`src/rtl/fsg_pkg.sv`:
```
package fsg_pkg;

  typedef enum logic [3:0] {
    K_WREN, K_WRDI, K_RDSR, K_READ, K_IDJ, K_IDAB, K_PDN,
    K_SSE, K_SE, K_CE, K_PP, K_WRSR, K_BAD
  } op_kind_e;

  function automatic op_kind_e kind_of(input logic [7:0] op);
    case (op)
      8'h06:        return K_WREN;
      8'h04:        return K_WRDI;
      8'h05:        return K_RDSR;
      8'h03, 8'h0B: return K_READ;
      8'h9F:        return K_IDJ;
      8'hAB:        return K_IDAB;
      8'hB9:        return K_PDN;
      8'h20, 8'hD7: return K_SSE;
      8'hD8:        return K_SE;
      8'hC7:        return K_CE;
      8'h02:        return K_PP;
      8'h01:        return K_WRSR;
      default:      return K_BAD;
    endcase
  endfunction

  function automatic logic is_write(input op_kind_e k);
    return (k == K_SSE) || (k == K_SE) || (k == K_CE) ||
           (k == K_PP)  || (k == K_WRSR);
  endfunction

endpackage

```
`src/rtl/fsg_prot_range.sv`:
```
module fsg_prot_range
  import fsg_pkg::*;
#(
  parameter int ADDR_W = 18,
  parameter int SSEC_W = 12,
  parameter int SEC_W  = 16,
  parameter int PAGE_W = 8
) (
  input  op_kind_e            kind,
  input  logic [ADDR_W-1:0]   addr,
  input  logic [1:0]          bp,
  output logic                hit
);
  localparam logic [ADDR_W-1:0] SSE_MASK  = ADDR_W'((64'd1 << SSEC_W) - 1);
  localparam logic [ADDR_W-1:0] SE_MASK   = ADDR_W'((64'd1 << SEC_W) - 1);
  localparam logic [ADDR_W-1:0] PAGE_MASK = ADDR_W'((64'd1 << PAGE_W) - 1);

  // lowest locked address per protect level; locked regions are top-aligned
  logic [ADDR_W-1:0] low_tab [4];
  for (genvar g = 0; g < 4; g++) begin : g_lvl
    if (g == 0) begin : g_none
      assign low_tab[g] = '1;
    end else if (g == 3) begin : g_all
      assign low_tab[g] = '0;
    end else begin : g_part
      assign low_tab[g] = ADDR_W'(64'(4 - g) << (ADDR_W - 2));
    end
  end

  // since the region reaches the top, overlap reduces to: range top >= bound
  logic [ADDR_W-1:0] range_top;
  always_comb begin
    case (kind)
      K_SSE:   range_top = addr | SSE_MASK;
      K_SE:    range_top = addr | SE_MASK;
      default: range_top = addr | PAGE_MASK;
    endcase
  end

  assign hit = (bp != 2'b00) && (range_top >= low_tab[bp]);

endmodule

```
`src/rtl/fsg_cmd_gate.sv`:
```
module fsg_cmd_gate
  import fsg_pkg::*;
(
  input  op_kind_e kind,
  input  logic     busy,
  input  logic     pdown,
  input  logic     wen,
  input  logic     srwp,
  input  logic     wp_n,
  input  logic     frame_ok,
  input  logic     prot_hit,
  input  logic [1:0] bp,
  output logic     accept,
  output logic     start_wr
);
  logic wr_base;
  assign wr_base = !busy && wen && frame_ok;

  always_comb begin
    accept = 1'b0;
    if (pdown) begin
      accept = (kind == K_IDAB);
    end else begin
      case (kind)
        K_RDSR:                         accept = 1'b1;
        K_WREN, K_WRDI, K_READ,
        K_IDJ, K_IDAB, K_PDN:           accept = !busy;
        K_SSE, K_SE, K_PP:              accept = wr_base && !prot_hit;
        K_CE:                           accept = wr_base && (bp == 2'b00);
        K_WRSR:                         accept = wr_base && !(srwp && !wp_n);
        default:                        accept = 1'b0;
      endcase
    end
  end

  assign start_wr = accept && is_write(kind);

endmodule

```
`src/rtl/fsg_busy_timer.sv`:
```
module fsg_busy_timer #(
  parameter int CNT_W = 6
) (
  input  logic             clk,
  input  logic             rst,
  input  logic             load,
  input  logic [CNT_W-1:0] load_val,
  output logic             busy,
  output logic             expire
);
  logic [CNT_W-1:0] cnt_q;
  logic             busy_q;

  always_ff @(posedge clk) begin
    if (rst) begin
      cnt_q  <= '0;
      busy_q <= 1'b0;
    end else if (load) begin
      cnt_q  <= load_val;
      busy_q <= 1'b1;
    end else if (busy_q) begin
      if (cnt_q == '0) busy_q <= 1'b0;
      else             cnt_q  <= cnt_q - 1'b1;
    end
  end

  assign busy   = busy_q;
  assign expire = busy_q && (cnt_q == '0);


  busy_hold_chk: assert property (@(posedge clk) disable iff (rst)
    busy_q && (cnt_q != '0) |=> busy_q);


  no_reload_chk: assert property (@(posedge clk) disable iff (rst)
    load |-> !busy_q);

endmodule

```
`src/rtl/flash_status_guard.sv`:
```
module flash_status_guard
  import fsg_pkg::*;
#(
  parameter int         ADDR_W     = 18,
  parameter int         SSE_CYC    = 20,
  parameter int         SE_CYC     = 30,
  parameter int         CE_CYC     = 40,
  parameter int         PP_CYC     = 12,
  parameter int         SRW_CYC    = 16,
  parameter logic [1:0] BP_INIT    = 2'b00,
  parameter logic       SRWP_INIT  = 1'b0
) (
  input  logic              clk,
  input  logic              rst,
  input  logic              cmd_stb,
  input  logic [7:0]        cmd_op,
  input  logic [ADDR_W-1:0] cmd_addr,
  input  logic [7:0]        cmd_wdata,
  input  logic              frame_ok,
  input  logic              wp_n,
  output logic [7:0]        status_o,
  output logic              busy_o,
  output logic              pdown_o,
  output logic              cmd_accept_o,
  output logic              cmd_reject_o,
  output logic              wen_clr_o
);
  localparam int MAX_A   = (SSE_CYC > SE_CYC) ? SSE_CYC : SE_CYC;
  localparam int MAX_B   = (CE_CYC > PP_CYC) ? CE_CYC : PP_CYC;
  localparam int MAX_AB  = (MAX_A > MAX_B) ? MAX_A : MAX_B;
  localparam int MAX_CYC = (MAX_AB > SRW_CYC) ? MAX_AB : SRW_CYC;
  localparam int CNT_W   = $clog2(MAX_CYC + 1);

  op_kind_e kind;
  assign kind = kind_of(cmd_op);

  logic       wen_q, srwp_q, pdown_q, acc_q, rej_q, clr_q;
  logic [1:0] bp_q;
  logic       pend_q, pend_srwp_q;
  logic [1:0] pend_bp_q;
  logic       busy, expire, prot_hit, accept, start_wr;
  logic [CNT_W-1:0] load_val;

  fsg_prot_range #(.ADDR_W(ADDR_W)) u_prot (
    .kind(kind), .addr(cmd_addr), .bp(bp_q), .hit(prot_hit)
  );

  fsg_cmd_gate u_gate (
    .kind(kind), .busy(busy), .pdown(pdown_q), .wen(wen_q), .srwp(srwp_q),
    .wp_n(wp_n), .frame_ok(frame_ok), .prot_hit(prot_hit), .bp(bp_q),
    .accept(accept), .start_wr(start_wr)
  );

  always_comb begin
    case (kind)
      K_SSE:   load_val = CNT_W'(SSE_CYC - 1);
      K_SE:    load_val = CNT_W'(SE_CYC - 1);
      K_CE:    load_val = CNT_W'(CE_CYC - 1);
      K_PP:    load_val = CNT_W'(PP_CYC - 1);
      default: load_val = CNT_W'(SRW_CYC - 1);
    endcase
  end

  fsg_busy_timer #(.CNT_W(CNT_W)) u_timer (
    .clk(clk), .rst(rst), .load(cmd_stb && start_wr), .load_val(load_val),
    .busy(busy), .expire(expire)
  );

  always_ff @(posedge clk) begin
    if (rst) begin
      wen_q       <= 1'b0;
      bp_q        <= BP_INIT;
      srwp_q      <= SRWP_INIT;
      pdown_q     <= 1'b0;
      acc_q       <= 1'b0;
      rej_q       <= 1'b0;
      clr_q       <= 1'b0;
      pend_q      <= 1'b0;
      pend_srwp_q <= 1'b0;
      pend_bp_q   <= 2'b00;
    end else begin
      acc_q <= cmd_stb && accept;
      rej_q <= cmd_stb && !accept;
      clr_q <= expire;
      if (expire) begin
        wen_q <= 1'b0;
        if (pend_q) begin
          srwp_q <= pend_srwp_q;
          bp_q   <= pend_bp_q;
          pend_q <= 1'b0;
        end
      end
      if (cmd_stb && accept) begin
        case (kind)
          K_WREN: wen_q   <= 1'b1;
          K_WRDI: wen_q   <= 1'b0;
          K_PDN:  pdown_q <= 1'b1;
          K_IDAB: pdown_q <= 1'b0;
          K_WRSR: begin
            pend_q      <= 1'b1;
            pend_srwp_q <= cmd_wdata[7];
            pend_bp_q   <= cmd_wdata[3:2];
          end
          default: ;
        endcase
      end
    end
  end

  assign status_o     = {srwp_q, 3'b000, bp_q, wen_q, busy};
  assign busy_o       = busy;
  assign pdown_o      = pdown_q;
  assign cmd_accept_o = acc_q;
  assign cmd_reject_o = rej_q;
  assign wen_clr_o    = clr_q;


  one_answer_chk: assert property (@(posedge clk) disable iff (rst)
    cmd_stb |=> (cmd_accept_o ^ cmd_reject_o));


  wen_needed_chk: assert property (@(posedge clk) disable iff (rst)
    cmd_stb && is_write(kind) && !wen_q |=> cmd_reject_o && !wen_q);


  ce_guard_chk: assert property (@(posedge clk) disable iff (rst)
    cmd_stb && (kind == K_CE) && (bp_q != 2'b00) |=> cmd_reject_o);


  done_clears_chk: assert property (@(posedge clk) disable iff (rst)
    $fell(busy) |-> !wen_q && wen_clr_o);


  rdsr_open_chk: assert property (@(posedge clk) disable iff (rst)
    cmd_stb && !pdown_q && (cmd_op == 8'h05) |=> cmd_accept_o);


  pdown_gate_chk: assert property (@(posedge clk) disable iff (rst)
    cmd_stb && pdown_q && (cmd_op != 8'hAB) |=> cmd_reject_o && pdown_o && $stable(wen_q));

endmodule

```
`config.mk`:
```
export PLATFORM = sky130hd
export DESIGN_NAME = flash_status_guard
export DESIGN_NICKNAME = d
export VERILOG_FILES = /design/src/rtl/fsg_pkg.sv /design/src/rtl/fsg_prot_range.sv /design/src/rtl/fsg_cmd_gate.sv /design/src/rtl/fsg_busy_timer.sv /design/src/rtl/flash_status_guard.sv
export SDC_FILE = /design/constraint.sdc
export NUM_CORES = 1
export LEC_CHECK = 0
export ABC_AREA = 1
export BUFFER_PORTS_ARGS = -buffer_cell sky130_fd_sc_hd__buf_2
export CORE_AREA = 2 2 62 64
export DETAILED_ROUTE_END_ITERATION = 10
export DIE_AREA = 0 0 64 66
export PLACE_DENSITY = 0.85
export SLEW_MARGIN = 20
export SYNTH_ARGS = -nofsm -noshare
export SYNTH_HDL_FRONTEND = slang
export SYNTH_HIERARCHICAL = 1
export SYNTH_SLANG_ARGS = --single-unit
export TNS_END_PERCENT = 1
```
`constraint.sdc`:
```
create_clock -name clk -period 10 [get_ports clk]
set_input_delay 1 -clock clk [delete_from_list [all_inputs] [get_ports clk]]
set_output_delay 1 -clock clk [all_outputs]
set_load 0.01 [all_outputs]
```
==> reports/metrics.csv <==
stage,metric,value,unit
detailed_routing,DR DRC count,0,
global_route,largest net degree at the start of global routing,12,
floorplanning,I/O pin count,52,
detailed_routing,First-pass DRT Iterations,4,
sta,crit share post-route,0.4303,
power_and_ir_drop,Sw Pwr,40.35,uW
setup_path,critical path class,input port to flip-flop,
synthesis,"Top FF cell, synth",dfxtp_1,
sta,final setup fails,0,
synthesis,top post-synthesis cells by count,"nand2_1 (76), nor2_1 (50), inv_1 (48)",
place,"Cell Area, Placed",0.002053,mm^2
run,max-cap violations,0,
sta,sum of negative setup slack,0,ns
cells_and_area,final net count,398,
power_and_ir_drop,Leak,0.001227,uW
cts,Clock Root Buffer,clkbuf_4,
cts,hold buffer count at CTS,0,
cells_and_area,Antenna Cells,0,
cts,TritonCTS buffer count,3,
detailed_routing,vias,1867,
global_route,global-route wire length before repair,6.693,mm
place,final RePlAce weighted congestion,0.8949,
cells_and_area,layout cell share with drive strength beyond 1,0.2399,
power_and_ir_drop,Flop pwr share,0.538,
setup_path,CP dominant cell by count,nand2_1,
power_and_ir_drop,Clock Power Share,0.272,
power_and_ir_drop,P_int,101.0,uW
setup_path,CP Launch Point,cmd_op[5],
detailed_routing,via/cell ratio,4.739,
global_route,vias in the first global route,1723,
cts,clock latency on the worst-skew pair,0.29,ns
hold_path,Worst Hold Path Cells,2,
cells_and_area,"non-filler cells, final",394,
setup_path,worst-path fanout max,8,
sta,WHS,0.4747,ns
global_route,gr ovfl total,0,
place,Port Buffer Count,35,
floorplanning,Starting Density,0.5226,
cts,Clock transition at path regs,0.11,ns
setup_path,FF-to-FF path depth,27,
cts,clock sinks,19,
power_and_ir_drop,P per Cell Area,67.94,mW/mm^2
detailed_routing,Avg WL per Cell,9.261,um
hold_path,HP Start,pend_q,
global_route,Total GRT Usage,0.1892,
cts,H-tree levels,1,
synthesis,Mapped Cells,311,
cts,PostCTS Resize Cnt,0,
floorplanning,Die Wd,64,um
synthesis,Yosys warnings,6,
floorplanning,CORE AREA,0.003551,mm^2
synthesis,ys async rst share,0,
synthesis,Synth area leader,dfxtp_1,
setup_path,Worst Path Required,10.23,ns
detailed_routing,1st-iter DRT viols,84,
hold_path,worst min-delay path class,flip-flop to flip-flop,
synthesis,Synth Register Bits,19,
synthesis,"EDFF count, synth",0,
cells_and_area,Area Overhead vs Synth,12.14,%
power_and_ir_drop,Peak VDD IR,0.06509,mV
setup_path,Worst EP arrival,4.53,ns
sta,minimum clock period,4.303,ns
cells_and_area,post-route cell area,0.002081,mm^2
setup_path,Buf/Inv on CP,7,
sta,Final Max Slew Viols,0,
setup_path,Startpoint Class,input port,
global_route,initial antenna violation count,0,
sta,Fin Clk Skew,0.002105,ns
cts,Post-CTS Setup Bufs,0,
setup_path,CP top delay family,simple AND/OR/NAND/NOR gates,
power_and_ir_drop,Total Power,141.4,uW
floorplanning,chip height,66,um
sta,fmax,232.4,MHz
synthesis,synth top area cells,"dfxtp_1 (20%), nand2_1 (15%), nor2_1 (10%)",
setup_path,CP peak stage delay,0.28,ns
floorplanning,die area,0.004224,mm^2
cts,TritonCTS clock tree,built,
place,Final HPWL DP,3.070,mm
setup_path,Critical R2R Launch,bp_q[1],
cells_and_area,fill cell count,353,
sta,final hold violation count,0,
synthesis,top-area cell type share of the netlist area,0.2050,
synthesis,"Avg Cell Area, Syn",5.966,um^2
place,placed cell count,390,
power_and_ir_drop,switching share of power,0.2855,
detailed_routing,routed wire length,3.649,mm
synthesis,Unique masters post-synth,30,
setup_path,Setup crit end kind,flip-flop,
synthesis,register area share after synthesis,0.2050,
power_and_ir_drop,combinational group share of total power,0.191,
setup_path,crit path max-delay cell type,ha_1,
setup_path,stages on the worst setup path,37,
cts,Max Root-Sink Buffers,2,
run_status,outcome,"finished, final reports clean",
sta,RSZ-0062 raised after global routing,false,
synthesis,Mapped Area,0.001856,mm^2
floorplanning,# rows,22,
detailed_routing,final antenna-violating net count,0,
synthesis,most common cell in the netlist,nand2_1,
logic make-up (layout without fill, tap and decap cells):
logic type / Yosys count / in the layout / synth area share
other: 2 / 4 / 0.004047
adder cells (fa/ha/maj): 12 / 12 / 0.08091
AO/OA/AOI/OAI: 28 / 28 / 0.08564
XOR/XNOR: 1 / 1 / 0.004721
AND/OR/NAND/NOR: 184 / 184 / 0.4761
flip-flops: 19 / 19 / 0.2050
buffers and inverters: 65 / 98 / 0.1436
tightest hold or removal path, cell delays in order (launching register included):
cell     delay [ns]
dfxtp_1        0.33
nand2_1        0.06
a21oi_1        0.05
cell type report:
cell class                      instances  area [um^2]  area share
Sequential cell                        19        380.4      0.1828
Tap cell                               48        60.06     0.02886
Clock inverter                          1        5.005    0.002405
Clock buffer                            3        22.52     0.01082
Multi-Input combinational cell        229         1216      0.5845
Timing Repair Buffer                   35        175.2     0.08419
Inverter                               59        221.5      0.1064
state kept, by name (all words and copies together), names as in the netlist:
name           flops
pdown_o            1
wen_clr_o          1
cmd_reject_o       1
srwp_q             1
pend_q             1
cmd_accept_o       1
bp_q               2
u_timer/cnt_q      6
pend_srwp_q        1
wen_q              1
pend_bp_q          2
u_timer/busy       1
metal layers:
layer / vias up / routed length (um) / track usage
met5: - / 0 / 0
li1: 1022 / - / -
met2: 41 / 1784 / 0.3633
met1: 804 / 1707 / 0.2273
met4: 0 / 0 / 0.01359
met3: 0 / 157 / 0.03237
layout by cell type, fill, tap and decap left out, types with 4 or more instances in the layout:
master / n
nor2_1: 50
ha_1: 12
nor2_4: 5
o21ai_0: 6
dfxtp_1: 19
nor2_2: 6
nand3_1: 14
inv_1: 48
a21oi_1: 9
o21ai_1: 6
nand2_2: 13
nand4_1: 7
inv_2: 9
conb_1: 4
buf_2: 35
nand2_1: 76
per-stage QoR:
step	util	setup slack, ns
final	0.5860	5.697
after global routing	0.5860	5.204
after CTS	0.5860	5.713
after detailed placement	0.5782	5.397
after global placement	0.5782	5.481
after floorplan	-	5.991
power by group through the flow:
stage | clock (uW) | combinational, uW | sequential, uW
5_1_grt | 42.6 | 31.3 | 76.1
3_3_place_gp | 0 | 26.2 | 77.7
3_5_place_dp | 0 | 27.0 | 77.7
2_1_floorplan | 0 | 17.8 | 77.9
4_1_cts | 39.3 | 27.1 | 76.0
6_report | 38.4 | 26.9 | 76.0
final timing paths:
path	slack [ns]	end
setup / recovery	5.70	u_timer/cnt_q[2]
hold / removal	0.47	pend_q
setup reg to reg	7.07	u_timer/cnt_q[2]
hold reg to reg	0.47	pend_q
No activity file was read; power rests on OpenSTA's default activity.
